[src/rtl/fault_log_xfer.sv]
module fault_log_xfer #(
  parameter int ADDR_W    = 10,
  parameter int BUF_DEPTH = 16,
  localparam int IDX_W    = $clog2(BUF_DEPTH)
) (
  input  logic              clk,
  input  logic              rst_n,
  input  logic              cmd_rd,
  input  logic              cmd_wr,
  input  logic              cmd_sel,
  input  logic [ADDR_W-1:0] cmd_lo,
  input  logic [ADDR_W-1:0] cmd_hi,
  input  logic              host_buf_we,
  input  logic [IDX_W-1:0]  host_buf_idx,
  input  logic              host_buf_wdata,
  output logic              host_buf_rdata,
  input  logic [1:0]        refresh,
  output logic [1:0]        arr_en,
  output logic              arr_we,
  output logic [ADDR_W-1:0] arr_addr,
  output logic              arr_wdata,
  input  logic [1:0]        arr_rdata,
  output logic              busy,
  output logic              done,
  output logic              err
);
  localparam logic [ADDR_W:0] SPAN_LIM = (ADDR_W+1)'(BUF_DEPTH);

  typedef enum logic [1:0] {S_IDLE, S_WAIT, S_XFER, S_DONE} st_t;

  st_t                  st_q;
  logic                 sel_q, wr_q, err_q;
  logic [ADDR_W-1:0]    cnt_q, end_q;
  logic [BUF_DEPTH-1:0] stage_q;

  wire              go     = cmd_rd | cmd_wr;
  wire              ready  = (st_q == S_IDLE) || (st_q == S_DONE);
  wire [ADDR_W:0]   span   = {1'b0, cmd_hi} - {1'b0, cmd_lo};
  wire              bad    = span[ADDR_W] || (span >= SPAN_LIM);
  wire              at_end = (cnt_q == end_q);
  wire              xfer   = (st_q == S_XFER);
  wire [IDX_W-1:0]  idx    = cnt_q[IDX_W-1:0];

  assign busy           = (st_q == S_WAIT) || xfer;
  assign done           = (st_q == S_DONE);
  assign err            = err_q;
  assign arr_en         = xfer ? (sel_q ? 2'b10 : 2'b01) : 2'b00;
  assign arr_we         = xfer & wr_q;
  assign arr_addr       = cnt_q;
  assign arr_wdata      = stage_q[idx];
  assign host_buf_rdata = stage_q[host_buf_idx];

  always_ff @(posedge clk) begin
    if (!rst_n) begin
      st_q  <= S_IDLE;
      sel_q <= 1'b0;
      wr_q  <= 1'b0;
      err_q <= 1'b0;
      cnt_q <= '0;
      end_q <= '0;
    end else begin
      case (st_q)
        S_IDLE, S_DONE:
          if (go) begin
            if (bad) begin
              err_q <= 1'b1;
              st_q  <= S_IDLE;
            end else begin
              err_q <= 1'b0;
              sel_q <= cmd_sel;
              wr_q  <= ~cmd_rd;
              cnt_q <= cmd_lo;
              end_q <= cmd_hi;
              st_q  <= S_WAIT;
            end
          end
        S_WAIT:
          if (refresh[sel_q]) st_q <= S_XFER;
        S_XFER:
          if (at_end) st_q <= S_DONE;
          else begin
            cnt_q <= cnt_q + 1'b1;
            st_q  <= S_WAIT;
          end
        default: st_q <= S_IDLE;
      endcase
    end
  end

  always_ff @(posedge clk) begin
    if (!rst_n) stage_q <= '0;
    else if (xfer && !wr_q) stage_q[idx] <= arr_rdata[sel_q];
    else if (host_buf_we && !busy) stage_q[host_buf_idx] <= host_buf_wdata;
  end

  p_slot_r4: assert property (@(posedge clk) disable iff (!rst_n)
    (|arr_en) |-> $past(refresh[sel_q]));

  p_hold_cmd_r2: assert property (@(posedge clk) disable iff (!rst_n)
    (busy && go) |=> ($stable(sel_q) && $stable(wr_q) && $stable(end_q)));

  p_done_after_last_r7: assert property (@(posedge clk) disable iff (!rst_n)
    $rose(done) |-> $past(xfer && at_end));

  p_err_idle_r3: assert property (@(posedge clk) disable iff (!rst_n)
    err |-> (!busy && !done && arr_en == 2'b00));

  p_no_write_on_read_r5: assert property (@(posedge clk) disable iff (!rst_n)
    (busy && !wr_q) |-> !arr_we);
endmodule

[config.mk]
export PLATFORM = sky130hd
export DESIGN_NAME = fault_log_xfer
export DESIGN_NICKNAME = d
export VERILOG_FILES = /design/src/rtl/fault_log_xfer.sv
export SDC_FILE = /design/constraint.sdc
export NUM_CORES = 1
export LEC_CHECK = 0
export CORE_MARGIN = 2
export CORE_UTILIZATION = 45
export CTS_BUF_LIST = sky130_fd_sc_hd__clkbuf_4 sky130_fd_sc_hd__clkbuf_8 sky130_fd_sc_hd__clkbuf_16
export CTS_CLUSTER_SIZE = 12
export DETAILED_ROUTE_END_ITERATION = 8
export GPL_TIMING_DRIVEN = 0
export PLACE_DENSITY = 0.72
export SLEW_MARGIN = 10
export SYNTH_ARGS = -nofsm -noshare
export SYNTH_HDL_FRONTEND = slang
export SYNTH_SLANG_ARGS = --single-unit
[constraint.sdc]
create_clock -name clk -period 3.7 [get_ports clk]
set_input_delay 0.74 -clock clk [delete_from_list [all_inputs] [get_ports clk]]
set_output_delay 0.74 -clock clk [all_outputs]
set_load 0.01 [all_outputs]
==> results of run 1 <==
## how the worst max path moves through the flow
stage          cells past startpoint                       end       startpoint  slack (ns)
3_5_place_dp                       5            host_buf_rdata  host_buf_idx[0]       -0.33
2_1_floorplan                     14  arr_addr[3]$_SDFFE_PN0P_        cmd_hi[0]        0.64
4_1_cts                           14  arr_addr[4]$_SDFFE_PN0P_        cmd_lo[0]        0.11
3_3_place_gp                       5            host_buf_rdata  host_buf_idx[0]       -0.32
5_1_grt                           14  arr_addr[4]$_SDFFE_PN0P_        cmd_lo[0]        0.02
6_report                           5            host_buf_rdata  host_buf_idx[1]        0.07
## layout make-up
class / instances / area [um^2]
well taps: 80 / 100.1
plain buffers: 20 / 105.1
flip-flops and latches: 41 / 820.8
inverters: 21 / 78.83
fillers: 652 / 2925
clock inverters: 2 / 10.01
multi-input cells: 283 / 2126
repair buffers: 52 / 514.2
clock buffers: 6 / 76.32
## power by group through the flow
| stage | combinational [W] | clock (W) | sequential, W |
|---|---|---|---|
| 6_report | 0.000266 | 0.000299 | 0.000466 |
| 5_1_grt | 0.000291 | 0.000319 | 0.000467 |
| 4_1_cts | 0.000258 | 0.000302 | 0.000466 |
| 3_5_place_dp | 0.000256 | 0 | 0.000476 |
| 3_3_place_gp | 0.000254 | 0 | 0.000476 |
| 2_1_floorplan | 0.000157 | 0 | 0.000475 |
## worst max-delay path: stages
cell             delay (ns)
clkdlybuf4s50_1        0.50
clkbuf_2               0.29
mux4_2                 0.40
mux4_2                 0.46
clkdlybuf4s50_1        0.49
## placed cells by master, fill, tap and decap left out, types with 3 or more instances in the layout
cell type         n
o21ai_0          24
nand3_1           8
mux4_2           10
mux2i_1          13
xor2_1           10
a32o_1            9
inv_1            21
a21oi_1           7
o221ai_1         17
a21boi_1          4
nand2b_1         11
and3_1            3
a21o_1            4
nor2_1           45
buf_2             5
a22o_1           13
dfxtp_1          41
clkbuf_8          5
ha_1             17
nor2b_1           7
or2_2             3
o211ai_1          3
and2_1            9
nand2_1          24
clkdlybuf4s50_1  50
clkbuf_1         10
o22ai_1           5
## routing by layer
metal / up-vias / part of all wire [%] / track usage (%)
met1: 1463 / 46 / 33.51
met2: 160 / 44 / 36.50
met5: - / 0 / 0
met4: 0 / 2.3 / 9.371
met3: 23 / 8.0 / 4.265
li1: 1474 / - / -
## kinds of logic (layout without fill, tap and decap cells)
| family | Yosys count | in the layout |
|---|---|---|
| and+or+nand+nor | 121 | 121 |
| AOI/OAI and AO/OA | 108 | 108 |
| DFF | 41 | 41 |
| buffers and inverters | 41 | 101 |
| muxes | 24 | 24 |
| adders and majority gates | 18 | 18 |
| xor gates and xnor gates | 12 | 12 |
## flip-flops by register name (all words and copies together) (netlist names)
name      count
end_q        10
stage_q      16
wr_q          1
arr_addr     10
err           1
st_q          2
sel_q         1
## synth_stat cells, types with 9 or more instances
cell | number | area (um^2)
inv_1 | 21 | 78.83
dfxtp_1 | 41 | 820.8
a32o_1 | 9 | 90.09
nand2_1 | 24 | 90.09
mux2i_1 | 13 | 130.1
o221ai_1 | 17 | 148.9
ha_1 | 17 | 212.7
xor2_1 | 10 | 87.58
clkbuf_1 | 11 | 41.29
nor2_1 | 45 | 168.9
nand2b_1 | 11 | 68.82
and2_1 | 9 | 56.30
a22o_1 | 13 | 113.9
o21ai_0 | 24 | 120.1
mux4_2 | 10 | 225.2
## per-stage QoR
step	utilization [%]	setup slack [ns]	power [W]	std cells
6_report	56.70	0.07491	0.001032	505
3_3_place_gp	55.09	-0.3156	0.0007294	496
3_5_place_dp	55.09	-0.3350	0.0007320	496
5_1_grt	56.70	0.02223	0.001077	505
4_1_cts	56.48	0.1057	0.001026	504
2_1_floorplan	-	0.6416	0.0006321	365
## timing repair
action,4_1_cts,5_1_grt
endpoints found under the setup margin,1,8
gates resized for setup,5,3
cloned,0,1
pin swaps,0,1
==> flow_summary.ini, run 1 <==
[job]
drv_cap = 0

[routing]
drc_errors = 0
wl_per_cell_um = 17.54
ant_nets = 0
via_per_inst = 6.178
vias = 3120
drt_first_pass_iters = 5
drt-total-wl_mm = 8.860
detail_route.iter0.violations = 216

[power]
clkPwrFrac_pct = 29.0
power_leakage_nw = 1.581
p_sw_w = 0.0003158
p_sw_share_pct = 30.61
irDropWorstVdd_mv = 0.1332
seqPwrFrac_pct = 45.2
power_density_mw_per_mm2 = 269.2
internal_power_w = 0.0007157
p_comb_share_pct = 25.8

[yosys]
syn_inst = 365
synthMuxAreaShare_pct = 11.78
syn_avg_cell_area_um2 = 8.525
synth_cell_types = 61
synthesis.area_mm2 = 0.003112
synth_compound_area_share_pct = 26.74
async_flop_share_pct = 0
synthXorXnorAreaFrac_pct = 3.378
synth-main-ff-cell = dfxtp_1
yosysWarnings = 0
ys_ff_latch = 41
synthAdderAreaFrac_pct = 7.479
synth_edf_count = 0
synth-simple-area-share_pct = 18.62
synth_seq_area_share_pct = 26.38
syn_nets = 418
synth_top_family_by_area = compound AO/OA/AOI/OAI gates

[min_path]
hp-class = reg2reg
hp-start = err$_SDFFE_PN0P_
worst_hold_path.endpoint = err$_SDFFE_PN0P_
min_delay_path_depth = 2

[grt]
grt_max_degree = 13
grt_use_total_pct = 23.89
antenna_found_initial = 0
grt_pass1_vias = 2889
grt_overflow = 0
grt_first_pass_wirelength_mm = 13.99

[setup_path]
worst_ep_arrival_time_ns = 2.89
critPathKind = in2out
cp_max_fo = 10
startpoint_type = input port
reg2reg_to = arr_addr[5]$_SDFFE_PN0P_
reg2reg_slack_ns = 1.31
endpoint_kind = output port
ff2ff_path_depth = 11
required_ns = 2.96
rr_startpoint = st_q[0]$_SDFFE_PN0P_

[cells_and_area]
layout-drive-gt1-share_pct = 9.412
diodes = 0
area_growth_pct = 23.12
final_cell_area_mm2 = 0.003831
fin_nets = 477

[clock_network]
clock_latency_ns = 0.30
cts-root-buf = clkbuf_8
cts_buffers = 5
cts_setup_buffers = 0
path_clk_slew_ns = 0.08
h-tree-depth = 2
clock_sinks = 41
cts_tree = yes
clockBufferDepth = 2
hold_buffers = 0

[place]
gp_congestion = 0.9269
io_buffers = 51
dp_hpwl_mm = 6.755
place_area_mm2 = 0.003722

[timing]
finalCritPeriodShare_pct = 97.98
setup_viol = 0
fin_skew_ns = 0.008686
rsz0062_at_grt = no
tightestPinTransition_ns = 0.6023
drv_slew = 0
tns_ns = 0
relSlewSlack_pct = 59.84
max_freq_mhz = 275.9
holdWs_ns = 0.4760
timing.final.crit_period_ns = 3.625
hold_violations = 0

[die]
pin_count = 53
coreArea_mm2 = 0.006756
start_util_pct = 46.06
dieArea_mm2 = 0.007596
row_count = 30
die_width_um = 87.16
die_h_um = 87.16

[run_status]
status = completed
Power figures use the tool's default switching activity.
==> run 2, diff against run 1 <==
--- a/config.mk
+++ b/config.mk
@@ -6,12 +6,12 @@
 export NUM_CORES = 1
 export LEC_CHECK = 0
 export CORE_MARGIN = 2
-export CORE_UTILIZATION = 45
+export CORE_UTILIZATION = 54
 export CTS_BUF_LIST = sky130_fd_sc_hd__clkbuf_4 sky130_fd_sc_hd__clkbuf_8 sky130_fd_sc_hd__clkbuf_16
 export CTS_CLUSTER_SIZE = 12
 export DETAILED_ROUTE_END_ITERATION = 8
 export GPL_TIMING_DRIVEN = 0
-export PLACE_DENSITY = 0.72
+export PLACE_DENSITY = 0.84
 export SLEW_MARGIN = 10
 export SYNTH_ARGS = -nofsm -noshare
 export SYNTH_HDL_FRONTEND = slang
==> run 2 against run 1 <==
Net effect: utilization rose by 13 points; combinational power barely moved; global-route usage rose by 5.2 points; critical path depth did not move; clock skew rose by 0.0042 ns; count of clock-buffer cells in the layout did not move; die area fell by 16%; largest power group unchanged; via count rose by 2.5%; setup slack improved by 0.016 ns; clock power rose by 30%.
==> flow_summary.ini, run 2 (same netlist as run 1, synthesis figures left out) <==
[die]
row_count = 27
coreArea_mm2 = 0.005540
start_util_pct = 56.17
pin_count = 53
die_h_um = 79.91
dieArea_mm2 = 0.006386
die_width_um = 79.91

[clock_network]
cts_buffers = 5
clockBufferDepth = 2
clock_sinks = 41
cts_tree = yes
cts-root-buf = clkbuf_8
hold_buffers = 0
h-tree-depth = 2
path_clk_slew_ns = 0.09
clock_latency_ns = 0.30
cts_setup_buffers = 0

[grt]
grt_first_pass_wirelength_mm = 14.57
grt_pass1_vias = 3056
antenna_found_initial = 0
grt_max_degree = 14
grt_use_total_pct = 29.14
grt_overflow = 0

[routing]
detail_route.iter0.violations = 312
wl_met3_um = 964
wl_met2_mm = 3.988
drt_first_pass_iters = 7
wl_per_cell_um = 18.26
drt-total-wl_mm = 9.074
top_layer_used = met4
wl_met1_mm = 3.953
vias = 3199
drc_errors = 0
ant_nets = 0
via_per_inst = 6.437

[place]
gp_congestion = 0.9955
dp_hpwl_mm = 6.737
io_buffers = 51
place_area_mm2 = 0.003712

[cells_and_area]
final_cell_area_mm2 = 0.003854
layout-drive-gt1-share_pct = 9.412
layout_common_cells = clkdlybuf4s50_1 (50), nor2_1 (45), dfxtp_1 (41)
diodes = 0
fin_nets = 477
layout_commonest_cell = clkdlybuf4s50_1
n_fill_cell = 479
largest_reg_flops = 16
top_register = stage_q
area_growth_pct = 23.84

[power]
power_leakage_nw = 1.588
power_density_mw_per_mm2 = 291.7
irDropWorstVdd_mv = 0.2421

[setup_path]
cp_max_fo = 10
crit_slowest_cell = clkdlybuf4s50_1
rr_startpoint = arr_addr[1]$_SDFFE_PN0P_
reg2reg_to = arr_addr[4]$_SDFFE_PN0P_
worst_ep_arrival_time_ns = 2.87
startpoint_type = input port
cpPeakStageDelay_ns = 0.51
ff2ff_path_depth = 10
required_ns = 2.96
reg2reg_slack_ns = 1.29
endpoint_kind = output port
path_cells = clkdlybuf4s50_1 -> clkbuf_2 -> mux4_2 -> mux4_2 -> clkdlybuf4s50_1
critPathKind = in2out

[timing]
rsz0062_at_grt = no
timing.final.crit_period_ns = 3.609
setup_viol = 0
hold_violations = 0
fin_skew_ns = 0.01284
finalCritPeriodShare_pct = 97.54
holdWs_ns = 0.4729
max_freq_mhz = 277.1
drv_slew = 0
relSlewSlack_pct = 61.73
tightestPinTransition_ns = 0.5740

[run_status]
status = completed

[min_path]
worst_hold_path.endpoint = err$_SDFFE_PN0P_
hp-start = err$_SDFFE_PN0P_
hp-class = reg2reg
min_delay_path_depth = 2

[job]
drv_cap = 0
[run 2: worst max-delay path by stage]
stage                                from                        to  slack [ns]
final                     host_buf_idx[1]            host_buf_rdata        0.09
after global routing            cmd_lo[0]  arr_addr[4]$_SDFFE_PN0P_        0.01
after CTS                       cmd_lo[0]  arr_addr[4]$_SDFFE_PN0P_        0.06
after detailed placement  host_buf_idx[0]            host_buf_rdata       -0.37
after global placement    host_buf_idx[0]            host_buf_rdata       -0.37
after floorplan                 cmd_hi[0]  arr_addr[3]$_SDFFE_PN0P_        0.64
[run 2: repair_timing]
action	CTS	global route
endpoints found under the hold margin	0	0
resized for setup	4	4
endpoints found under the setup margin	1	20
pin swaps	0	2
cloned	0	1
[run 2: through the flow]
step / std cells / TNS, ns / worst slack (ns) / util, % / total power (W)
final: 497 / 0 / 0.09112 / 69.56 / 0.001124
after global placement: 488 / -2.274 / -0.3707 / 67.01 / 0.0007282
after floorplan: 365 / 0 / 0.6416 / - / 0.0006321
after CTS: 496 / 0 / 0.06377 / 69.24 / 0.001109
after detailed placement: 488 / -2.881 / -0.3673 / 67.01 / 0.0007324
after global routing: 497 / 0 / 0.01284 / 69.56 / 0.001172
[run 2: critical path: cells and delay by family]
family	cells	cell delay, ns
muxes	2	0.85
buffers and inverters	3	1.27
[run 2: cell type report]
cell class	count	area, um^2	area share, %
Clock buffer	6	82.58	2.143
Inverter	21	78.83	2.045
Sequential cell	41	820.8	21.30
Timing Repair Buffer	52	516.7	13.41
Tap cell	72	90.09	2.338
Clock inverter	2	37.54	0.9740
Buffer	20	101.3	2.630
Multi-Input combinational cell	283	2126	55.16
[run 2: metal layers]
layer | track usage (%) | up-vias
met5 | 0 | -
met4 | 6.949 | 0
met3 | 6.335 | 26
met2 | 45.92 | 205
met1 | 40.63 | 1488
li1 | - | 1480
[run 2: report_power, final]
group / total (W) / switching, W / internal [W]
Combinational: 0.000269 / 0.000144 / 0.000125
Sequential: 0.000466 / 0.0000130 / 0.000453
Clock: 0.000390 / 0.000170 / 0.000220
Total: 0.00112 / 0.000327 / 0.000797
